==> config.mk <==
export PLATFORM = sky130hd
export DESIGN_NAME = lvl_irq_ctrl
export DESIGN_NICKNAME = d
export VERILOG_FILES = /design/src/rtl/lvlirq_pkg.sv /design/src/rtl/irq_line_sync.sv /design/src/rtl/irq_reg_port.sv /design/src/rtl/irq_out_stage.sv /design/src/rtl/lvl_irq_ctrl.sv
export SDC_FILE = /design/constraint.sdc
export NUM_CORES = 1
export LEC_CHECK = 0
export BUFFER_PORTS_ARGS = -buffer_cell sky130_fd_sc_hd__buf_2
export CELL_PAD_IN_SITES_DETAIL_PLACEMENT = 1
export CELL_PAD_IN_SITES_GLOBAL_PLACEMENT = 1
export CORE_AREA = 2 2 104 106
export DETAILED_ROUTE_END_ITERATION = 16
export DIE_AREA = 0 0 106 108
export GPL_TIMING_DRIVEN = 0
export PLACE_DENSITY_LB_ADDON = 0.1
export REMOVE_ABC_BUFFERS = 1
export SLEW_MARGIN = 20
export SYNTH_ARGS = -nofsm -noshare
export SYNTH_HDL_FRONTEND = slang
export SYNTH_SLANG_ARGS = --single-unit
==> constraint.sdc <==
create_clock -name clk -period 2.7 [get_ports clk]
set_clock_uncertainty 0.05 [all_clocks]
set_input_delay 0.405 -clock clk [delete_from_list [all_inputs] [get_ports clk]]
set_output_delay 0.405 -clock clk [all_outputs]
set_load 0.005 [all_outputs]
==> src/rtl/lvlirq_pkg.sv <==
package lvlirq_pkg;

  localparam logic [31:0] OFS_ROUTE = 32'h0000_0000;
  localparam logic [31:0] OFS_MASK  = 32'h0000_0004;
  localparam logic [31:0] OFS_PEND  = 32'h0000_000C;
  localparam logic [31:0] OFS_CTRL  = 32'h0000_0014;

  typedef enum logic [2:0] {
    SEL_NONE,
    SEL_ROUTE,
    SEL_MASK,
    SEL_PEND,
    SEL_CTRL
  } reg_sel_e;

  function automatic reg_sel_e decode_offset(input logic [31:0] ofs);
    reg_sel_e s;
    case (ofs)
      OFS_ROUTE: s = SEL_ROUTE;
      OFS_MASK:  s = SEL_MASK;
      OFS_PEND:  s = SEL_PEND;
      OFS_CTRL:  s = SEL_CTRL;
      default:   s = SEL_NONE;
    endcase
    return s;
  endfunction

endpackage

==> src/rtl/irq_line_sync.sv <==
module irq_line_sync #(
  parameter int N_LINES = 32
) (
  input  logic               clk,
  input  logic               rst_n,
  input  logic [N_LINES-1:0] lines_async,
  output logic [N_LINES-1:0] pend
);

  logic [N_LINES-1:0] stage1;

  for (genvar i = 0; i < N_LINES; i++) begin : g_bit
    always_ff @(posedge clk or negedge rst_n) begin
      if (!rst_n) begin
        stage1[i] <= 1'b0;
        pend[i]   <= 1'b0;
      end else begin
        stage1[i] <= lines_async[i];
        pend[i]   <= stage1[i];
      end
    end
  end

  logic [1:0] age_q;
  always_ff @(posedge clk or negedge rst_n) begin
    if (!rst_n)              age_q <= 2'd0;
    else if (age_q != 2'd3)  age_q <= age_q + 2'd1;
  end


  pend_follows_line_chk: assert property (@(posedge clk) disable iff (!rst_n)
    (age_q == 2'd3) |-> (pend == $past(lines_async, 2)));

endmodule

==> src/rtl/irq_reg_port.sv <==
module irq_reg_port
  import lvlirq_pkg::*;
#(
  parameter int N_LINES = 32,
  parameter int ADDR_W  = 8,
  parameter int DATA_W  = 32
) (
  input  logic               clk,
  input  logic               rst_n,
  input  logic               req_valid,
  input  logic               req_write,
  input  logic [ADDR_W-1:0]  req_addr,
  input  logic [DATA_W-1:0]  req_wdata,
  input  logic [N_LINES-1:0] pend,
  output logic [N_LINES-1:0] mask,
  output logic               rsp_valid,
  output logic [DATA_W-1:0]  rsp_data
);

  function automatic logic [DATA_W-1:0] widen(input logic [N_LINES-1:0] v);
    logic [DATA_W-1:0] t;
    t = '0;
    t[N_LINES-1:0] = v;
    return t;
  endfunction

  reg_sel_e sel;
  logic     do_rd;
  logic     do_wr_mask;
  logic [DATA_W-1:0] rd_mux;

  always_comb begin
    sel        = decode_offset(32'(req_addr));
    do_rd      = req_valid && !req_write;
    do_wr_mask = req_valid && req_write && (sel == SEL_MASK);
    case (sel)
      SEL_MASK: rd_mux = widen(mask);
      SEL_PEND: rd_mux = widen(pend);
      default:  rd_mux = '0;
    endcase
  end

  always_ff @(posedge clk or negedge rst_n) begin
    if (!rst_n)          mask <= '0;
    else if (do_wr_mask) mask <= req_wdata[N_LINES-1:0];
  end

  always_ff @(posedge clk or negedge rst_n) begin
    if (!rst_n) begin
      rsp_valid <= 1'b0;
      rsp_data  <= '0;
    end else begin
      rsp_valid <= do_rd;
      if (do_rd) rsp_data <= rd_mux;
    end
  end


  mask_write_lands_chk: assert property (@(posedge clk) disable iff (!rst_n)
    (req_valid && req_write && 32'(req_addr) == OFS_MASK)
      |=> (mask == $past(req_wdata[N_LINES-1:0])));


  other_write_keeps_mask_chk: assert property (@(posedge clk) disable iff (!rst_n)
    (req_valid && req_write && 32'(req_addr) != OFS_MASK) |=> $stable(mask));


  unlisted_read_zero_chk: assert property (@(posedge clk) disable iff (!rst_n)
    (req_valid && !req_write && 32'(req_addr) != OFS_MASK && 32'(req_addr) != OFS_PEND)
      |=> (rsp_valid && rsp_data == '0));


  rsp_one_cycle_chk: assert property (@(posedge clk) disable iff (!rst_n)
    1'b1 |=> (rsp_valid == $past(req_valid && !req_write)));

endmodule

==> src/rtl/irq_out_stage.sv <==
module irq_out_stage #(
  parameter int N_LINES = 32
) (
  input  logic               clk,
  input  logic               rst_n,
  input  logic [N_LINES-1:0] mask,
  input  logic [N_LINES-1:0] pend,
  output logic               irq_q
);

  logic any_live;
  assign any_live = |(mask & pend);

  always_ff @(posedge clk or negedge rst_n) begin
    if (!rst_n) irq_q <= 1'b0;
    else        irq_q <= any_live;
  end


  irq_one_cycle_late_chk: assert property (@(posedge clk) disable iff (!rst_n)
    1'b1 |=> (irq_q == ($past(mask & pend) != '0)));


  irq_needs_enabled_bit_chk: assert property (@(posedge clk) disable iff (!rst_n)
    ($past(mask) == '0) |-> !irq_q);

endmodule

==> src/rtl/lvl_irq_ctrl.sv <==
module lvl_irq_ctrl #(
  parameter int N_LINES = 32,
  parameter int ADDR_W  = 8,
  parameter int DATA_W  = 32
) (
  input  logic               clk,
  input  logic               rst_n,
  input  logic [N_LINES-1:0] irq_lines,
  input  logic               req_valid,
  output logic               req_ready,
  input  logic               req_write,
  input  logic [ADDR_W-1:0]  req_addr,
  input  logic [DATA_W-1:0]  req_wdata,
  output logic               rsp_valid,
  output logic [DATA_W-1:0]  rsp_data,
  output logic               irq_out
);

  logic [N_LINES-1:0] pend;
  logic [N_LINES-1:0] mask;

  assign req_ready = 1'b1;

  irq_line_sync #(.N_LINES(N_LINES)) u_sync (
    .clk         (clk),
    .rst_n       (rst_n),
    .lines_async (irq_lines),
    .pend        (pend)
  );

  irq_reg_port #(.N_LINES(N_LINES), .ADDR_W(ADDR_W), .DATA_W(DATA_W)) u_regs (
    .clk       (clk),
    .rst_n     (rst_n),
    .req_valid (req_valid),
    .req_write (req_write),
    .req_addr  (req_addr),
    .req_wdata (req_wdata),
    .pend      (pend),
    .mask      (mask),
    .rsp_valid (rsp_valid),
    .rsp_data  (rsp_data)
  );

  irq_out_stage #(.N_LINES(N_LINES)) u_out (
    .clk   (clk),
    .rst_n (rst_n),
    .mask  (mask),
    .pend  (pend),
    .irq_q (irq_out)
  );


  reset_quiet_chk: assert property (@(posedge clk)
    !rst_n |=> (!irq_out && !rsp_valid));

endmodule

After elaboration in Yosys (flattened, before gate mapping)
Index checks and enable logic that the tools add are counted.
{"block": "word_totals", "register_bits": 130, "in_bits": 76, "out_inout_bits": 35}
{"block": "op_classes", "eq_ne": 5, "mux": 2, "bitwise": 1, "n_reduce_logical": 6}
{"op": "32-bit one-hot mux with 2 select lines", "count": 1}
{"op": "32-bit bitwise AND", "count": 1}
{"op": "32-bit OR reduction", "count": 1}
{"op": "3-bit one-hot mux with 4 select lines", "count": 1}
{"op": "8-bit by 3-bit equality test with 1-bit output, second input constant", "count": 1}
{"op": "8-bit by 4-bit equality test with 1-bit output, second input constant", "count": 1}
{"op": "8-bit by 5-bit equality test with 1-bit output, second input constant", "count": 1}
{"op": "8-bit logical NOT", "count": 1}
{"op": "3-bit by 2-bit equality test with 1-bit output, second input constant", "count": 2}
{"op": "1-bit logical AND", "count": 3}
{"op": "1-bit logical NOT", "count": 1}

Logic depth before layout (Yosys ltp)
{"block": "logic_depth", "word_depth": 4, "mapped_depth": 6}

Hierarchy
A second synthesis with hierarchy kept.
{"block": "hier_totals", "cells_unflattened": 305, "area_unflattened_um2": 4740.8}
{"module": "irq_reg_port", "instances": 1, "cells_per_inst": 217, "area_each_um2": 2945.3, "seq_area_each_um2": 1626.6}
{"module": "irq_line_sync", "instances": 1, "cells_per_inst": 64, "area_each_um2": 1601.5, "seq_area_each_um2": 1601.5}
{"module": "irq_out_stage", "instances": 1, "cells_per_inst": 22, "area_each_um2": 182.7, "seq_area_each_um2": 25.0}
{"module": "lvl_irq_ctrl", "instances": 1, "cells_per_inst": 2, "area_each_um2": 11.3, "seq_area_each_um2": 0.0}

Least setup slack after synthesis
Ideal clock, no wire load.
{"block": "synth_timing", "kind": "in2reg", "startpoint": "in req_addr[3]", "endpoint": "reg u_regs.mask[10]", "setup_ns": 0.125, "arrival_ns": 1.378, "required_time_ns": 2.525, "setup_slack_ns": 1.147, "stages": 5, "n_path_buf": 2, "cell_sequence": "clkbuf_1 nor2b_1 nand4_4 buf_6 mux2_4"}
{"block": "synth_between", "elab_chain_cells": 4}
{"item": "start: declaration", "line": "lvl_irq_ctrl.sv:12", "text": "input logic [ADDR_W-1:0] req_addr,"}
{"item": "8-bit by 5-bit equality test with 1-bit output (tied with other cells)", "line": "lvlirq_pkg.sv:18", "text": "case (ofs)"}
{"item": "3-bit one-hot mux with 4 select lines *", "line": "lvlirq_pkg.sv:18"}
{"item": "3-bit by 2-bit equality test with 1-bit output *", "line": "irq_reg_port.sv:35", "text": "do_wr_mask = req_valid && req_write && (sel == SEL_MASK);"}
{"item": "1-bit logical AND *", "line": "irq_reg_port.sv:35"}
{"item": "end signal: assignment", "line": "irq_reg_port.sv:45", "text": "else if (do_wr_mask) mask <= req_wdata[N_LINES-1:0];"}
{"item": "end: declaration", "line": "irq_reg_port.sv:15", "text": "output logic [N_LINES-1:0] mask,"}
Mark *: on every way between the ends. The rest lies on a longest branch, timed or not.
A chain may end at the register's enable or synchronous reset.

Worst setup path in the final report
{"block": "layout_timing", "startpoint": "in req_addr[3]", "endpoint": "reg u_regs.mask[21]"}
Same word-level chain as after synthesis.

==> summary.md <==
| Metric | Value |
|---|---|
| Number of setup violations in the final report | 0 |
| Layout cells sized above 1 | 0.380 |
| Prevailing post-synth register cell | dfrtp_1 |
| Simple-Gate Fraction of Synth Area | 0.0485 |
| Area grow syn2layout | 34.1% |
| Worst path cell trace | buf_2, nor2b_1, nand4_4, mux2_4 |
| Top layer in use | met4 |
| Layout Cells excl Fill | 599 |
| Slowest stage cell, crit path | nand4_4 |
| Hold path depth | 2 |
| DRC marker count from the first detailed-route iteration | 60 |
| H-tree levels | 4 |
| Yosys warns | 0 |
| Worst-case reg-to-reg path depth | 3 |
| Number of flops mapped to enable cells by yosys | 0 |
| Antenna Nets Post-Route | 0 |
| Final min period | 2250 ps |
| RSZ-0062 raised after global routing | false |
| DR WL met2 | 5560 um |
| Mux share of post-synthesis cell area | 0.171 |
| Final nets | roughly 530 |
| Slew Limit Fails | 0 |
| Vias/cell | 4.91 |
| Fin crit share | 0.835 |
| Leakage | approximately 0.0032 uW |
| Hold path startpoint | req_wdata[2] |
| Hold EP | u_regs.mask[2] |
| DR WL met3 | 478 um |
| Core area | just over 0.01 mm2 |
| Largest net degree at the start of global routing | 81 |
| WL/cell | 18.1 um |
| Flop-to-flop setup slack | 1180 ps |
| Met1 WL | 4550 um |
| GRT Total Usage | 0.207 |
| Die width | 106 um |
| Initial antenna violation count | 0 |
| # IOs | 111 |
| Initial Utilization | 0.454 |
| Combinational family with the most area after synthesis | multiplexers |
| TritonCTS clock tree | yes |
| First-pass DRT Iterations | 4 |
| Final Hold Violating Endpoints | 0 |
| CP Launch Type | input port |
| Final WL | 10800 um |
| Max incr delay on CP | 780 ps |
| Worst Path Arrival | 2600 ps |
| Cell count after synthesis | 302 |
| Synth area leaders | dfrtp_1, mux2_4, mux2i_1 |
| Total grt overflow | 0 |
| Clock Latency Late Sink | 520 ps |
| Via count | 2944 |
| Avg Cell Area, Syn | 15.4 um2 |
| Register area share after synthesis | 0.700 |
| Most common cell after layout, fill and taps aside | dfrtp_1 |
| Post-cts repair resize count | 0 |
| Post-synthesis xor/xnor area fraction | 0 |
| Clk root buf | clkbuf_8 |
| Rows | 37 |
| Highest clock rate | 444 MHz |
| Residual DRC | 0 |
| Setup crit end kind | register |
| Max Cap Violations | 0 |
| Class of the worst hold path | in2reg |
| CTS Buf Count | 17 |
| VDD IR max | 0.000480 V |
| First-pass GRT wire length | ~17000 um |
| Compound-Gate Fraction of Synth Area | 0.0603 |
| CP Data Required Time | approximately 3100 ps |
| Yosys reg bits | 130 |
| Worst-Margin Slew | 1080 ps |
| I/O Buffers | approximately 110 |
| Vias in the first global route | 3276 |
| RR Endpoint | u_out.irq_q |
| Total power | between 4000 and 5000 uW |
| Synthesized cell area | 0.00465 mm2 |
| Chip Height | around 110 um |
| ANT cells | 0 |
| Hpwl dp | about 6300 um |
| RePlAce Congestion | slightly above 0.7 |
| Most frequent cells in the layout | dfrtp_1, buf_2, dlygate4sd3_1, mux2i_1, nand2_1 |
| Post-synth top area share | 0.700 |
| Crit-path max FO | 33 |
| Cell Pwr Density | 713 mW/mm2 |
| Die area | around 0.011 mm2 |
| Fill cells | 1023 |
| Worst R2R Start | u_regs.mask[16] |
| Postcts setup bufs | 0 |
| Async S/R FF share, synth | 1.00 |
| Slew margin rel. | 0.280 |
| CTS clk-pin slew, worst paths | ~50 ps |
| Synth cell types | 22 |
| Max Root-Sink Buffers | 2 |
| Dpl cells | roughly 530 |
| Top cell type by total area after synthesis | dfrtp_1 |
| Synth Area in Adders | 0 |
| Clock sink count | 130 |
| WS Path Type | in2reg |
| Status | finished clean |
Yosys cell counts (all sizes together), types with 5 or more instances:
| library cell | count |
|---|---|
| dfrtp | 130 |
| mux2 | 32 |
| mux2i | 32 |
| nand2 | 32 |
| o21ai | 32 |
| a22oi | 16 |
| clkbuf | 8 |
| buf | 7 |
| nand4 | 5 |
power breakdown:
group | switching, uW | internal, uW | total, uW
clock network | 779 | 1360 | 2140
registers | 33.7 | 2020 | 2050
logic | 115 | 131 | 246
total | 927 | 3510 | 4440
area by class of cell:
type	count	area, um2	area share
Timing Repair Buffer	144	933	0.150
Clock inverter	4	45.0	0.00723
Multi-Input combinational cell	156	1310	0.210
Sequential cell	130	3250	0.522
Clock buffer	28	515	0.0827
Tap cell	136	170	0.0273
Inverter	1	3.75	0.000602
state kept, by name, summed over array words and instances (netlist names):
name	cells
u_sync.pend	32
u_sync.stage1	32
u_out.irq_q	1
u_regs.mask	32
u_regs.rsp_valid	1
u_regs.rsp_data	32
worst max-delay path, delay by kind of cell:
family / cells / cell delay [ps]
buffers and inverters: 1 / 440
multiplexers: 1 / 600
AND/OR/NAND/NOR: 2 / 1130
what timing repair did:
action,4_1_cts,5_1_grt
hold endpoints to repair,82,0
hold buffers,33,0
endpoints found under the setup margin,0,0
layer usage:
metal | track usage | up-vias
met5 | 0 | -
met4 | 0.0912 | 0
met3 | 0.0585 | 21
met2 | 0.352 | 93
met1 | 0.249 | 1479
li1 | - | 1351
stage by stage:
step,setup WS (ps),utilization,instance area (um2),TNS [ps],hold slack (ps)
2_1_floorplan,749,-,4560,0,59.4
3_3_place_gp,-573,0.516,5280,-84760,282
3_5_place_dp,-111,0.522,5340,-3020,286
4_1_cts,443,0.609,6230,0,35.9
5_1_grt,385,0.609,6230,0,47.4
6_report,445,0.609,6230,0,61.7
how the worst max path moves through the flow:
stage / cells past startpoint / endpoint / slack (ps) / from
floorplan: 3 / u_regs.mask[10] / 750 / req_addr[5]
global placement: 5 / u_regs.rsp_data[30] / -570 / req_write
detailed placement: 4 / u_regs.mask[12] / -110 / req_addr[3]
CTS: 4 / u_regs.mask[12] / 440 / req_addr[3]
global route: 4 / u_regs.mask[21] / 390 / req_addr[3]
finish: 4 / u_regs.mask[21] / 450 / req_addr[3]
kinds of logic after synthesis:
family / Yosys count
buffers and inverters: 16
muxes: 64
other: 1
DFF: 130
and+or+nand+nor: 43
AOI/OAI and AO/OA: 48
(Power assumes the default switching activity.)
